## src/rtl/secded_fifo_pkg.sv

```systemverilog
package secded_fifo_pkg;
  localparam int DATA_W = 32;
  localparam int HAM_W  = 6;
  localparam int CODE_W = DATA_W + HAM_W + 1;

  typedef logic [DATA_W-1:0] data_t;
  typedef logic [CODE_W-1:0] code_t;
  typedef enum logic [1:0] {INJ_NONE = 2'd0, INJ_ONE = 2'd1, INJ_TWO = 2'd2} inj_e;

  function automatic bit is_pow2(input int v);
    return (v & (v - 1)) == 0;
  endfunction

  // codeword position of data bit i (non-power-of-two slots, ascending)
  function automatic int data_pos(input int i);
    int k;
    int r;
    k = -1;
    r = 0;
    for (int p = 1; p < CODE_W; p++) begin
      if (!is_pow2(p)) begin
        k = k + 1;
        if (k == i) r = p;
      end
    end
    return r;
  endfunction
endpackage

```

## src/rtl/secded_enc.sv

```systemverilog
module secded_enc
  import secded_fifo_pkg::*;
(
  input  data_t data_i,
  input  inj_e  flip_i,
  output code_t code_o
);
  code_t c;
  logic  par;

  always_comb begin
    c   = '0;
    par = 1'b0;
    for (int i = 0; i < DATA_W; i++) c[data_pos(i)] = data_i[i];
    for (int p = 0; p < HAM_W; p++) begin
      par = 1'b0;
      for (int q = 1; q < CODE_W; q++)
        if (((q >> p) & 1) == 1) par = par ^ c[q];
      c[1 << p] = par;
    end
    c[0] = ^c[CODE_W-1:1];
    // test faults land on stored data bits after encoding
    if (flip_i != INJ_NONE) c[data_pos(0)] = ~c[data_pos(0)];
    if (flip_i == INJ_TWO)  c[data_pos(1)] = ~c[data_pos(1)];
  end

  assign code_o = c;
endmodule

```

## src/rtl/secded_dec.sv

```systemverilog
module secded_dec
  import secded_fifo_pkg::*;
(
  input  code_t code_i,
  input  logic  fix_en_i,
  output data_t data_o,
  output logic  sbe_o,
  output logic  dbe_o
);
  logic [HAM_W-1:0] syn;
  logic             ovr;
  code_t            fixed;

  always_comb begin
    syn = '0;
    for (int p = 0; p < HAM_W; p++)
      for (int q = 1; q < CODE_W; q++)
        if (((q >> p) & 1) == 1) syn[p] = syn[p] ^ code_i[q];
    ovr   = ^code_i;
    sbe_o = ovr;
    dbe_o = !ovr && (syn != '0);
    fixed = code_i;
    // syn==0 with odd parity means the parity bit itself flipped
    if (fix_en_i && ovr && (int'(syn) < CODE_W))
      fixed[int'(syn)] = ~fixed[int'(syn)];
    for (int i = 0; i < DATA_W; i++) data_o[i] = fixed[data_pos(i)];
  end
endmodule

```

## src/rtl/fifo_mem.sv

```systemverilog
module fifo_mem #(
  parameter int W     = 39,
  parameter int DEPTH = 16,
  localparam int AW   = (DEPTH > 1) ? $clog2(DEPTH) : 1
) (
  input  logic          clk_i,
  input  logic          we_i,
  input  logic [AW-1:0] waddr_i,
  input  logic [W-1:0]  wdata_i,
  input  logic [AW-1:0] raddr_i,
  output logic [W-1:0]  rdata_o
);
  logic [W-1:0] mem [DEPTH];

  always_ff @(posedge clk_i) begin
    if (we_i) mem[waddr_i] <= wdata_i;
  end

  assign rdata_o = mem[raddr_i];
endmodule

```

## src/rtl/fifo_ctrl.sv

```systemverilog
module fifo_ctrl #(
  parameter int DEPTH = 16,
  localparam int AW   = (DEPTH > 1) ? $clog2(DEPTH) : 1,
  localparam int CW   = $clog2(DEPTH + 1)
) (
  input  logic          clk_i,
  input  logic          rst_ni,
  input  logic          wr_req_i,
  input  logic          rd_req_i,
  output logic          wr_acc_o,
  output logic          rd_acc_o,
  output logic          full_o,
  output logic          empty_o,
  output logic [AW-1:0] wr_ptr_o,
  output logic [AW-1:0] rd_ptr_o,
  output logic          init_busy_o,
  output logic [AW-1:0] init_addr_o,
  output logic          init_done_o
);
  localparam logic [AW-1:0] LAST  = AW'(DEPTH - 1);
  localparam logic [CW-1:0] FULLC = CW'(DEPTH);

  logic [AW-1:0] wr_q, rd_q, ini_q;
  logic [CW-1:0] cnt_q;
  logic          done_q;

  assign full_o   = !done_q || (cnt_q == FULLC);
  assign empty_o  = !done_q || (cnt_q == '0);
  assign wr_acc_o = wr_req_i && !full_o;
  assign rd_acc_o = rd_req_i && !empty_o;

  always_ff @(posedge clk_i or negedge rst_ni) begin
    if (!rst_ni) begin
      ini_q  <= '0;
      done_q <= 1'b0;
    end else if (!done_q) begin
      if (ini_q == LAST) done_q <= 1'b1;
      else               ini_q  <= ini_q + 1'b1;
    end
  end

  always_ff @(posedge clk_i or negedge rst_ni) begin
    if (!rst_ni) begin
      wr_q  <= '0;
      rd_q  <= '0;
      cnt_q <= '0;
    end else begin
      if (wr_acc_o) wr_q <= (wr_q == LAST) ? '0 : wr_q + 1'b1;
      if (rd_acc_o) rd_q <= (rd_q == LAST) ? '0 : rd_q + 1'b1;
      if (wr_acc_o && !rd_acc_o)      cnt_q <= cnt_q + 1'b1;
      else if (!wr_acc_o && rd_acc_o) cnt_q <= cnt_q - 1'b1;
    end
  end

  assign wr_ptr_o    = wr_q;
  assign rd_ptr_o    = rd_q;
  assign init_busy_o = !done_q;
  assign init_addr_o = ini_q;
  assign init_done_o = done_q;


  count_bound_chk: assert property (@(posedge clk_i) disable iff (!rst_ni)
    cnt_q <= FULLC);

  no_push_full_chk: assert property (@(posedge clk_i) disable iff (!rst_ni)
    (full_o && wr_req_i && !rd_req_i) |=> ($stable(wr_q) && $stable(cnt_q)));

  no_pop_empty_chk: assert property (@(posedge clk_i) disable iff (!rst_ni)
    (empty_o && rd_req_i && !wr_req_i) |=> ($stable(rd_q) && $stable(cnt_q)));

  init_idle_chk: assert property (@(posedge clk_i) disable iff (!rst_ni)
    !done_q |-> (cnt_q == '0 && wr_q == '0 && rd_q == '0));
endmodule

```

## src/rtl/secded_fifo.sv

```systemverilog
module secded_fifo
  import secded_fifo_pkg::*;
#(
  parameter int DEPTH = 16,
  localparam int AW   = (DEPTH > 1) ? $clog2(DEPTH) : 1
) (
  input  logic              clk_i,
  input  logic              rst_ni,
  input  logic              wr_valid_i,
  input  logic [DATA_W-1:0] wr_data_i,
  output logic              full_o,
  input  logic              rd_valid_i,
  output logic [DATA_W-1:0] rd_data_o,
  output logic              empty_o,
  input  logic              ecc_en_i,
  output logic              ecc_on_o,
  output logic              init_done_o,
  input  logic              inj_arm_i,
  input  logic              inj_dbl_i,
  output logic              rd_sbe_o,
  output logic              rd_dbe_o,
  output logic              sbe_irq_o,
  output logic              dbe_irq_o,
  input  logic              sbe_clr_i,
  input  logic              dbe_clr_i
);
  logic          wr_acc, rd_acc, init_busy;
  logic [AW-1:0] wr_ptr, rd_ptr, init_addr;
  logic          we;
  logic [AW-1:0] waddr;
  code_t         enc_code, wcode, rcode;
  inj_e          inj_q;
  logic          raw_sbe, raw_dbe;
  logic          sbe_q, dbe_q;

  fifo_ctrl #(.DEPTH(DEPTH)) u_ctrl (
    .clk_i       (clk_i),
    .rst_ni      (rst_ni),
    .wr_req_i    (wr_valid_i),
    .rd_req_i    (rd_valid_i),
    .wr_acc_o    (wr_acc),
    .rd_acc_o    (rd_acc),
    .full_o      (full_o),
    .empty_o     (empty_o),
    .wr_ptr_o    (wr_ptr),
    .rd_ptr_o    (rd_ptr),
    .init_busy_o (init_busy),
    .init_addr_o (init_addr),
    .init_done_o (init_done_o)
  );

  secded_enc u_enc (
    .data_i (wr_data_i),
    .flip_i (inj_q),
    .code_o (enc_code)
  );

  // all-zero is a valid codeword, so the sweep needs no encoder
  assign we    = init_busy || wr_acc;
  assign waddr = init_busy ? init_addr : wr_ptr;
  assign wcode = init_busy ? '0 : enc_code;

  fifo_mem #(.W(CODE_W), .DEPTH(DEPTH)) u_mem (
    .clk_i   (clk_i),
    .we_i    (we),
    .waddr_i (waddr),
    .wdata_i (wcode),
    .raddr_i (rd_ptr),
    .rdata_o (rcode)
  );

  assign ecc_on_o = ecc_en_i && init_done_o;

  secded_dec u_dec (
    .code_i   (rcode),
    .fix_en_i (ecc_on_o),
    .data_o   (rd_data_o),
    .sbe_o    (raw_sbe),
    .dbe_o    (raw_dbe)
  );

  assign rd_sbe_o = ecc_on_o && !empty_o && raw_sbe;
  assign rd_dbe_o = ecc_on_o && !empty_o && raw_dbe;

  always_ff @(posedge clk_i or negedge rst_ni) begin
    if (!rst_ni)        inj_q <= INJ_NONE;
    else if (inj_arm_i) inj_q <= inj_dbl_i ? INJ_TWO : INJ_ONE;
    else if (wr_acc)    inj_q <= INJ_NONE;
  end

  always_ff @(posedge clk_i or negedge rst_ni) begin
    if (!rst_ni) begin
      sbe_q <= 1'b0;
      dbe_q <= 1'b0;
    end else begin
      sbe_q <= (rd_acc && rd_sbe_o) || (sbe_q && !sbe_clr_i);
      dbe_q <= (rd_acc && rd_dbe_o) || (dbe_q && !dbe_clr_i);
    end
  end

  assign sbe_irq_o = sbe_q;
  assign dbe_irq_o = dbe_q;


  ecc_gate_chk: assert property (@(posedge clk_i) disable iff (!rst_ni)
    ecc_on_o |-> init_done_o);

  arm_clear_chk: assert property (@(posedge clk_i) disable iff (!rst_ni)
    (inj_q != INJ_NONE && wr_acc && !inj_arm_i) |=> (inj_q == INJ_NONE));

  sbe_set_chk: assert property (@(posedge clk_i) disable iff (!rst_ni)
    (rd_valid_i && rd_sbe_o) |=> sbe_irq_o);

  dbe_set_chk: assert property (@(posedge clk_i) disable iff (!rst_ni)
    (rd_valid_i && rd_dbe_o) |=> dbe_irq_o);

  sbe_hold_chk: assert property (@(posedge clk_i) disable iff (!rst_ni)
    (sbe_irq_o && !sbe_clr_i) |=> sbe_irq_o);

  dbe_hold_chk: assert property (@(posedge clk_i) disable iff (!rst_ni)
    (dbe_irq_o && !dbe_clr_i) |=> dbe_irq_o);

  flag_excl_chk: assert property (@(posedge clk_i) disable iff (!rst_ni)
    !(rd_sbe_o && rd_dbe_o));
endmodule

```

## config.mk

```make
export PLATFORM = sky130hd
export DESIGN_NAME = secded_fifo
export DESIGN_NICKNAME = d
export VERILOG_FILES = /design/src/rtl/secded_fifo_pkg.sv /design/src/rtl/secded_enc.sv /design/src/rtl/secded_dec.sv /design/src/rtl/fifo_mem.sv /design/src/rtl/fifo_ctrl.sv /design/src/rtl/secded_fifo.sv
export SDC_FILE = /design/constraint.sdc
export NUM_CORES = 1
export LEC_CHECK = 0
export BUFFER_PORTS_ARGS = -buffer_cell sky130_fd_sc_hd__buf_4
export CAP_MARGIN = 20
export CORE_UTILIZATION = 60
export DETAILED_ROUTE_END_ITERATION = 6
export PLACE_DENSITY = 0.77
export SLEW_MARGIN = 20
export SYNTH_ARGS = -nofsm -noshare
export SYNTH_HDL_FRONTEND = slang
export SYNTH_SLANG_ARGS = --single-unit
```

## constraint.sdc

```tcl
create_clock -name clk_i -period 7.78 [get_ports clk_i]
set_input_delay 1.556 -clock clk_i [delete_from_list [all_inputs] [get_ports clk_i]]
set_output_delay 1.556 -clock clk_i [all_outputs]
set_load 0.01 [all_outputs]
```

[After elaboration in Yosys (flattened, before gate mapping)]
Memory sizes are Yosys's and may differ from the RTL's.
Index checks and enable logic that the tools add are counted.
Word-level totals
  flip-flop bits (word level): 22
  RAM bits: 624
  output and inout port bits: 40
  word-level logic and storage cells: 259
  memories: 1
Memories
  u_mem.mem: depth 16, width 39, rd ports 1, clocked after memory_dff 0, write ports 1, RTL line fifo_mem.sv:13  | logic [W-1:0] mem [DEPTH];
Operators by class
  $add $sub $neg: 5
  magnitude comparators: 3
  equality and inequality tests: 5
  mux-type cells: 21
  bitwise operators: 179
  reduce and logical (&&, ||, !) cells: 37
Operators by type and width (number)
  1-bit bitwise XOR: 174
  39-bit two-way mux: 2
  39-bit bitwise mux: 1
  39-bit XOR reduction: 1
  38-bit XOR reduction: 1
  1-bit logical AND: 16
  4-bit by 1-bit adder with 4-bit output (second input constant): 3
  4-bit equality test (second input constant): 3
  4-bit two-way mux: 3
  5-bit two-way mux: 2
  1-bit zero test: 8
  1-bit two-way mux: 8
  6-bit by 7-bit less-than comparator with 1-bit output (second input constant): 1
  1-bit binary-select mux with 6-bit select: 1
  1-bit demux with 6-bit select: 1
  6-bit by 1-bit >= comparator with 1-bit output (second input constant): 1
  6-bit less-than comparator (second input constant): 1
  2-bit two-way mux: 3
  2-bit nonzero test: 3
  6-bit nonzero test: 1
  5-bit by 1-bit adder with 5-bit output (second input constant): 1
  5-bit equality test (second input constant): 1
  5-bit zero test: 1
  1-bit logical OR: 5
  4 further kinds: 8

[Depth between registers and ports, before layout]
Gate-level depths: netlist of run 1.
An unclocked memory read counts as a cell.
  depth after elaboration: 25
  gate-level depth with buffers: 19
  gate-level depth less buffers: 12

[Hierarchy]
A second synthesis of run 1 with hierarchy kept.
Unflattened totals
  cells, all modules: 1402
  area, all modules: 27372.5 um^2
By module, submodules not included
  fifo_mem: times used 1, cells each 975, area an instance 23404.9 um^2, seq. area each 18738.0 um^2
  secded_dec: times used 1, cells each 190, area an instance 1575.3 um^2, seq. area each 0.0 um^2
  secded_enc: times used 1, cells each 89, area an instance 947.2 um^2, seq. area each 0.0 um^2
  fifo_ctrl: times used 1, cells each 84, area an instance 939.7 um^2, seq. area each 450.4 um^2
  secded_fifo: times used 1, cells each 64, area an instance 505.5 um^2, seq. area each 100.1 um^2

[Worst setup path before layout of run 1]
Ideal clock, no wire load.
  path type: flip-flop to output port
  start point: reg u_ctrl.rd_q[0], in the netlist u_ctrl.rd_ptr_o[0]
  end point: out rd_data_o[10]
  arrival time: 4.195 ns
  data required time: 6.224 ns
  slack: 2.029 ns
  cell stages (with the launch flop): 20
  buffers on the path: 8
  cells stage by stage: dfrtp_1 buf_6 buf_12 buf_12 buf_6 buf_12 buf_6 mux4_1 a22oi_1 nand2_1 xor2_1 xor3_2 xnor3_1 buf_6 buf_8 nor2_1 a21oi_1 o32ai_1 nor2_1 o31ai_2
On the way
  longest elaborated chain between the ends: 25
  elaborated cells on any way between the ends: 105
  classes of those cells: order compare (3); mux (6); bitwise (91); reduce/logical (4); memory (1)
RTL lines
  start: declaration: RTL line fifo_ctrl.sv:23  | logic [AW-1:0] wr_q, rd_q, ini_q;
  start signal: assignment: RTL line fifo_ctrl.sv:49  | if (rd_acc_o) rd_q <= (rd_q == LAST) ? '0 : rd_q + 1'b1;
  memory read 16 x 39 bit (*)
  1-bit bitwise XOR (18 in series): RTL line secded_dec.sv:18  | if (((q >> p) & 1) == 1) syn[p] = syn[p] ^ code_i[q];
  6-bit by 7-bit less-than comparator with 1-bit output (not written as such) or 6-bit by 1-bit >= comparator with 1-bit output (tied branches): RTL line secded_dec.sv:25  | fixed[int'(syn)] = ~fixed[int'(syn)];
  1-bit logical AND (not written as such): RTL line secded_dec.sv:25
  1-bit two-way mux (not written as such): RTL line secded_dec.sv:25
  1-bit demux with 6-bit select
  39-bit bitwise mux: RTL line secded_dec.sv:25
  39-bit two-way mux (*): RTL line secded_dec.sv:24  | if (fix_en_i && ovr && (int'(syn) < CODE_W))
  end: declaration: RTL line secded_fifo.sv:13  | output logic [DATA_W-1:0] rd_data_o,
Mark *: on every way between the ends. The rest lies on a longest branch, timed or not. The select of a mux whose other input is x is not followed.

[Final worst setup path of run 1]
  start point: reg u_ctrl.rd_q[0], in the netlist u_ctrl.rd_ptr_o[0]
  end point: out rd_data_o[6]
The elaborated chain is that of the path after synthesis.

==> qor.txt, run 1 <==
Initial Utilization: 0.610
Die Y: 217 microns
Worst EP required: 6.22 ns
Fin crit share: 0.958
Residual DRC count: 0
Clock Tree Buf Depth: 3
Crit path cell chain: buf_12 > buf_12 > mux4_2 > mux2i_1 > xor2_1 > mux2i_1 > xor3_1 > xnor3_1 > nor3_2 > nand3_1 > nor3_1 > mux2i_1 > buf_4
Initial antenna violation count: 5
Fillers: 2884
Global route total overflow: 0
Area grow syn2layout: 11.6%
Reg2reg end: dbe_irq_o
Post-cts resize count: 0
Period minus WS final: 7.45 ns
First-pass GRT wire length: 98600 microns
H-tree Lvls: 2
Seq cells post-synth: 646
Number of post-CTS setup repair buffers: 0
RSZ-0062 raised after global routing: no
Worst-margin pin slew: 1.21 ns
Slew Limit Headroom: 0.192
HPWL after detailed placement: 40000 microns
Outcome: finished clean
Most used DFF post-synth: edfxtp_1
Clock sinks: 646
Crit-path slowest cell: mux4_2
Hold endpoint: u_ctrl.cnt_q[4]
Reg2Reg Depth: 13
DP Worst Slack: 1.10 ns
Crit path DAT: 5.90 ns
CP max stage delay: 0.55 ns
Final WS setup: 0.329 ns
Clk_skew: 0.0196 ns
Cell count after synthesis: 1389
Die area: 47100 sq um
Fraction of layout cells with a size suffix above 1: 0.273
Placer Congestion: 0.918
CP max FO: 37
Slew Viols, Final: 0
Most frequent cells in the layout: edfxtp_1, mux4_2, buf_4
CTS root buf: clkbuf_16
Syn avg cell area: 20.0 sq um
Net count after synthesis: 1438
Post-DR wirelength/cell: 31.8 microns
DRC violation total after the first TritonRoute iteration: 1826
Chip width: 217 microns
Number of synthesized flops with an enable pin: 624
CP most frequent cell: mux2i_1
Critical R2R Launch: u_ctrl.rd_ptr_o[0]
CTS tree: yes
Max Fclk: 134 MHz
Final WL: 68600 microns
Final ANT Viol Nets: 0
Finish-stage setup viols: 0
Synth warn: 0
Hold depth: 1
Core area: 45500 sq um
Final Net Count: 1562
DR vias: 14600
Register Area: 19300 sq um
Num CTS Buffers: 61
Hold/Removal Path Class: register to register
Crit Path Category: register to output port
Setup TNS: 0 ns
I/O pin count: 81
DRT Pass-1 Iters: 5
Commonest non-fill, non-tap cell in the layout: edfxtp_1
Count of cell types in the netlist: 75
FF-to-FF setup slack: 2.52 ns
Via density: 6.73
Post-synth ARST share: 0.0341
Final hold violation count: 0
Clock transition at path regs: 0.06 ns
Worst-Skew Late Latency: 0.63 ns
CP Capture Type: output port
Multi-input logic area: 7940 sq um
Post-Syn Area: 27700 sq um
CTS Hold Buffers Added: 0
Seq/Total Area, Yosys: 0.695
GRT Total Usage: 0.300
Startpoint types: register
Hold wc startpoint: u_ctrl.cnt_q[4]
Fin util: 0.681
Core Rows: 78
Port Buf Inserts: 80
Pin count of the biggest net entering global routing: 50
Vias in the first global route: 14500
Max Cap Violations: 0
[flip-flops by register name, summed over array words and instances (netlist names)]
signal / flops
dbe_irq_o: 1
u_ctrl.wr_ptr_o: 4
u_ctrl.cnt_q: 5
u_ctrl.init_done_o: 1
u_ctrl.init_addr_o: 4
u_mem.mem: 624
inj_q: 2
u_ctrl.rd_ptr_o: 4
sbe_irq_o: 1
[layer usage]
layer,global-route usage,up-vias,wire length [microns]
met5,0,-,33
li1,-,5893,-
met3,0.0751,146,8000
met1,0.421,7495,25700
met2,0.464,1012,32500
met4,0.109,6,2410
[worst max path at each step]
stage | start | endpoint | slack [ns] | cells past startpoint
global placement | u_ctrl.rd_ptr_o[0] | rd_dbe_o | 1.11 | 14
finish | u_ctrl.rd_ptr_o[0] | rd_data_o[6] | 0.33 | 13
detailed placement | u_ctrl.rd_ptr_o[0] | rd_data_o[6] | 1.10 | 13
CTS | u_ctrl.rd_ptr_o[0] | rd_data_o[6] | 0.40 | 13
global route | u_ctrl.rd_ptr_o[0] | rd_data_o[6] | 0.13 | 13
floorplan | u_ctrl.rd_ptr_o[0] | rd_data_o[10] | 2.03 | 19
[area by class of cell]
| cell class | instances | area share |
|---|---|---|
| Tap cell | 600 | 0.0242 |
| Antenna cell | 1 | 0.0000808 |
| Clock buffer | 76 | 0.0531 |
| Sequential cell | 646 | 0.623 |
| Multi-Input combinational cell | 664 | 0.256 |
| Timing Repair Buffer | 123 | 0.0318 |
| Inverter | 17 | 0.00206 |
| Clock inverter | 34 | 0.00913 |
[kinds of logic after synthesis]
group	synth area share
xor gates and xnor gates	0.0585
and+or+nand+nor	0.0333
AOI/OAI and AO/OA	0.0334
muxes	0.152
DFF	0.695
buffers and inverters	0.0233
adders and majority gates	0.00388
[critical path: cells and delay by family (launching register included)]
kind | cells | cell delay (ns)
simple gates | 3 | 0.94
mux | 4 | 1.74
buf+inv | 3 | 0.76
xor+xnor | 3 | 1.21
flops | 1 | 0.54
[per-stage QoR]
| stage | instances | instance area [sq um] | hold WS [ns] |
|---|---|---|---|
| final | 2161 | 31000 | 0.484 |
| after CTS | 2160 | 31000 | 0.486 |
| after detailed placement | 2050 | 29000 | 0.474 |
| after global placement | 2050 | 29000 | 0.478 |
| after global routing | 2160 | 31000 | 0.505 |
| after floorplan | 1389 | 27700 | 0.455 |
[cell usage after synthesis (8+ instances only)]
master | n | share of area
a21oi_1 | 22 | 0.0040
a22o_1 | 10 | 0.0032
a22oi_1 | 39 | 0.011
a31oi_1 | 17 | 0.0038
and2_1 | 36 | 0.0081
buf_2 | 8 | 0.0014
buf_6 | 19 | 0.0077
clkbuf_1 | 13 | 0.0018
dfrtp_1 | 22 | 0.020
edfxtp_1 | 624 | 0.68
inv_1 | 17 | 0.0023
mux2i_1 | 19 | 0.0069
mux4_1 | 15 | 0.014
mux4_2 | 154 | 0.13
nand2_1 | 60 | 0.0081
nor2_1 | 45 | 0.0061
nor3_1 | 10 | 0.0018
o21ai_0 | 12 | 0.0022
xnor2_1 | 84 | 0.027
xnor3_1 | 17 | 0.014
xor2_1 | 26 | 0.0082
Power of run 1 is left out: the tool's default activity adds up to more than one toggle a clock period on the data nets, which glitch-free logic cannot reach.
==> run 2, diff against run 1 <==
--- a/config.mk
+++ b/config.mk
@@ -12,2 +12,3 @@
 export PLACE_DENSITY = 0.77
+export SETUP_SLACK_MARGIN = 0.4
 export SLEW_MARGIN = 20
==> constraint.sdc (replaced) <==
create_clock -name clk_i -period 7.78 [get_ports clk_i]
set_input_delay 1.167 -clock clk_i [delete_from_list [all_inputs] [get_ports clk_i]]
set_output_delay 1.167 -clock clk_i [all_outputs]
set_load 0.01 [all_outputs]
==> qor.txt, run 2 (synthesis gave the netlist of run 1 again) <==
Critical R2R Launch: u_ctrl.rd_ptr_o[3]
Outcome: finished clean
Via density: 6.71
Final hold violation count: 0
Regs by FF count: u_mem.mem (624), u_ctrl.cnt_q (5)
RSZ-0062 raised after global routing: no
Number of antenna diodes: 0
Vias in the first global route: 14700
Placer Congestion: 0.906
Startpoint types: register
Finish-stage setup viols: 0
Most frequent cells in the layout: edfxtp_1, mux4_2, buf_4
Pin count of the biggest net entering global routing: 59
Worst-margin pin slew: 1.02 ns
Bufs and invs on worst path: 2
Max Cap Violations: 0
Final Net Count: 1557
Period minus WS final: 7.11 ns
Family with the most delay on the worst path: XOR/XNOR gates
CTS Hold Buffers Added: 0
Area grow syn2layout: 11.9%
Clock sinks: 646
Die Y: 217 microns
Crit path cell chain: buf_12 > mux4_1 > mux4_2 > xor2_1 > xnor3_1 > xnor3_1 > xnor3_1 > xnor2_2 > nand3_1 > nor3_1 > mux2i_1 > buf_4
GRT Total Usage: 0.294
Die area: 47100 sq um
Critical Path Start: u_ctrl.rd_ptr_o[0]
Slew Limit Headroom: 0.318
Max Fclk: 141 MHz
Residual DRC count: 0
Port Buf Inserts: 80
Hold/Removal Path Class: primary input to async pin
Most flop-heavy register: u_mem.mem
DP Worst Slack: 1.04 ns
Initial Utilization: 0.610
Clock transition at path regs: 0.06 ns
Clock Tree Buf Depth: 3
Worst EP required: 6.61 ns
Core Rows: 78
Fin util: 0.682
Max FFs per register: 624
Final WS setup: 0.671 ns
Worst-Skew Late Latency: 0.63 ns
Initial antenna violation count: 1
Post-DR wirelength/cell: 31.3 microns
Clk_skew: 0.0186 ns
Num CTS Buffers: 60
Chip width: 217 microns
First-pass GRT wire length: 97400 microns
H-tree Lvls: 2
Crit Path Category: register to output port
Global route total overflow: 0
HPWL after detailed placement: 39000 microns
Final ANT Viol Nets: 0
Core area: 45500 sq um
CTS tree: yes
CTS root buf: clkbuf_16
Slew Viols, Final: 0
DRT Pass-1 Iters: 5
DR vias: 14500
Post-place instance area: 29000 sq um
Fraction of layout cells with a size suffix above 1: 0.274
Crit-path slowest cell: dfrtp_4
Setup TNS: 0 ns
Final Instance Area: 31000 sq um
FF-to-FF setup slack: 2.48 ns
Commonest non-fill, non-tap cell in the layout: edfxtp_1
CP max stage delay: 0.72 ns
DRC violation total after the first TritonRoute iteration: 1853
CP max FO: 35
CP Capture Type: output port
Fin crit share: 0.914
Crit path DAT: 5.94 ns
CP most frequent cell: xnor3_1
I/O pin count: 81
Final WL: 67600 microns
## run 2: cell count changes in the layout (fill, tap and decap cells not counted), sizes merged
cell,previous run,this run
buf,123,119
bufinv,4,9
clkbuf,76,74
clkinv,24,26
clkinvlp,3,2
diode,1,0
## run 2: final cells by class
type	count	area [sq um]
Inverter	17	63.8
Timing Repair Buffer	119	956
Multi-Input combinational cell	664	7940
Sequential cell	646	19300
Tap cell	600	751
Clock inverter	40	433
Clock buffer	74	1600
Fill cell	2846	14400
## run 2: final timing paths
check / to / cells after the start
max in group asynchronous: u_ctrl.rd_ptr_o[0] / 1
min reg2reg: u_ctrl.cnt_q[4] / 1
min: u_ctrl.rd_ptr_o[1] / 1
min in group clk_i: u_ctrl.cnt_q[4] / 1
max reg2reg: dbe_irq_o / 12
max: rd_data_o[6] / 12
## run 2: through the flow
stage / hold slack [ns] / cells
floorplan: 0.455 / 1389
global placement: 0.479 / 2044
detailed placement: 0.491 / 2044
CTS: 0.418 / 2158
global route: 0.447 / 2160
finish: 0.436 / 2160
## run 2: what timing repair did
action	4_1_cts	5_1_grt
setup endpoints to repair	7	15
resized for setup	1	0
buffers inserted	0	2
hold endpoints to repair	0	0
cloned	0	0
## run 2: layer usage
metal	global-route usage	up-vias	share of wire
met2	0.453	940	0.47
met1	0.408	7495	0.37
met5	0	-	0
li1	-	5898	-
met4	0.116	0	0.039
met3	0.0753	154	0.12
Power of run 2 is left out for the same reason.
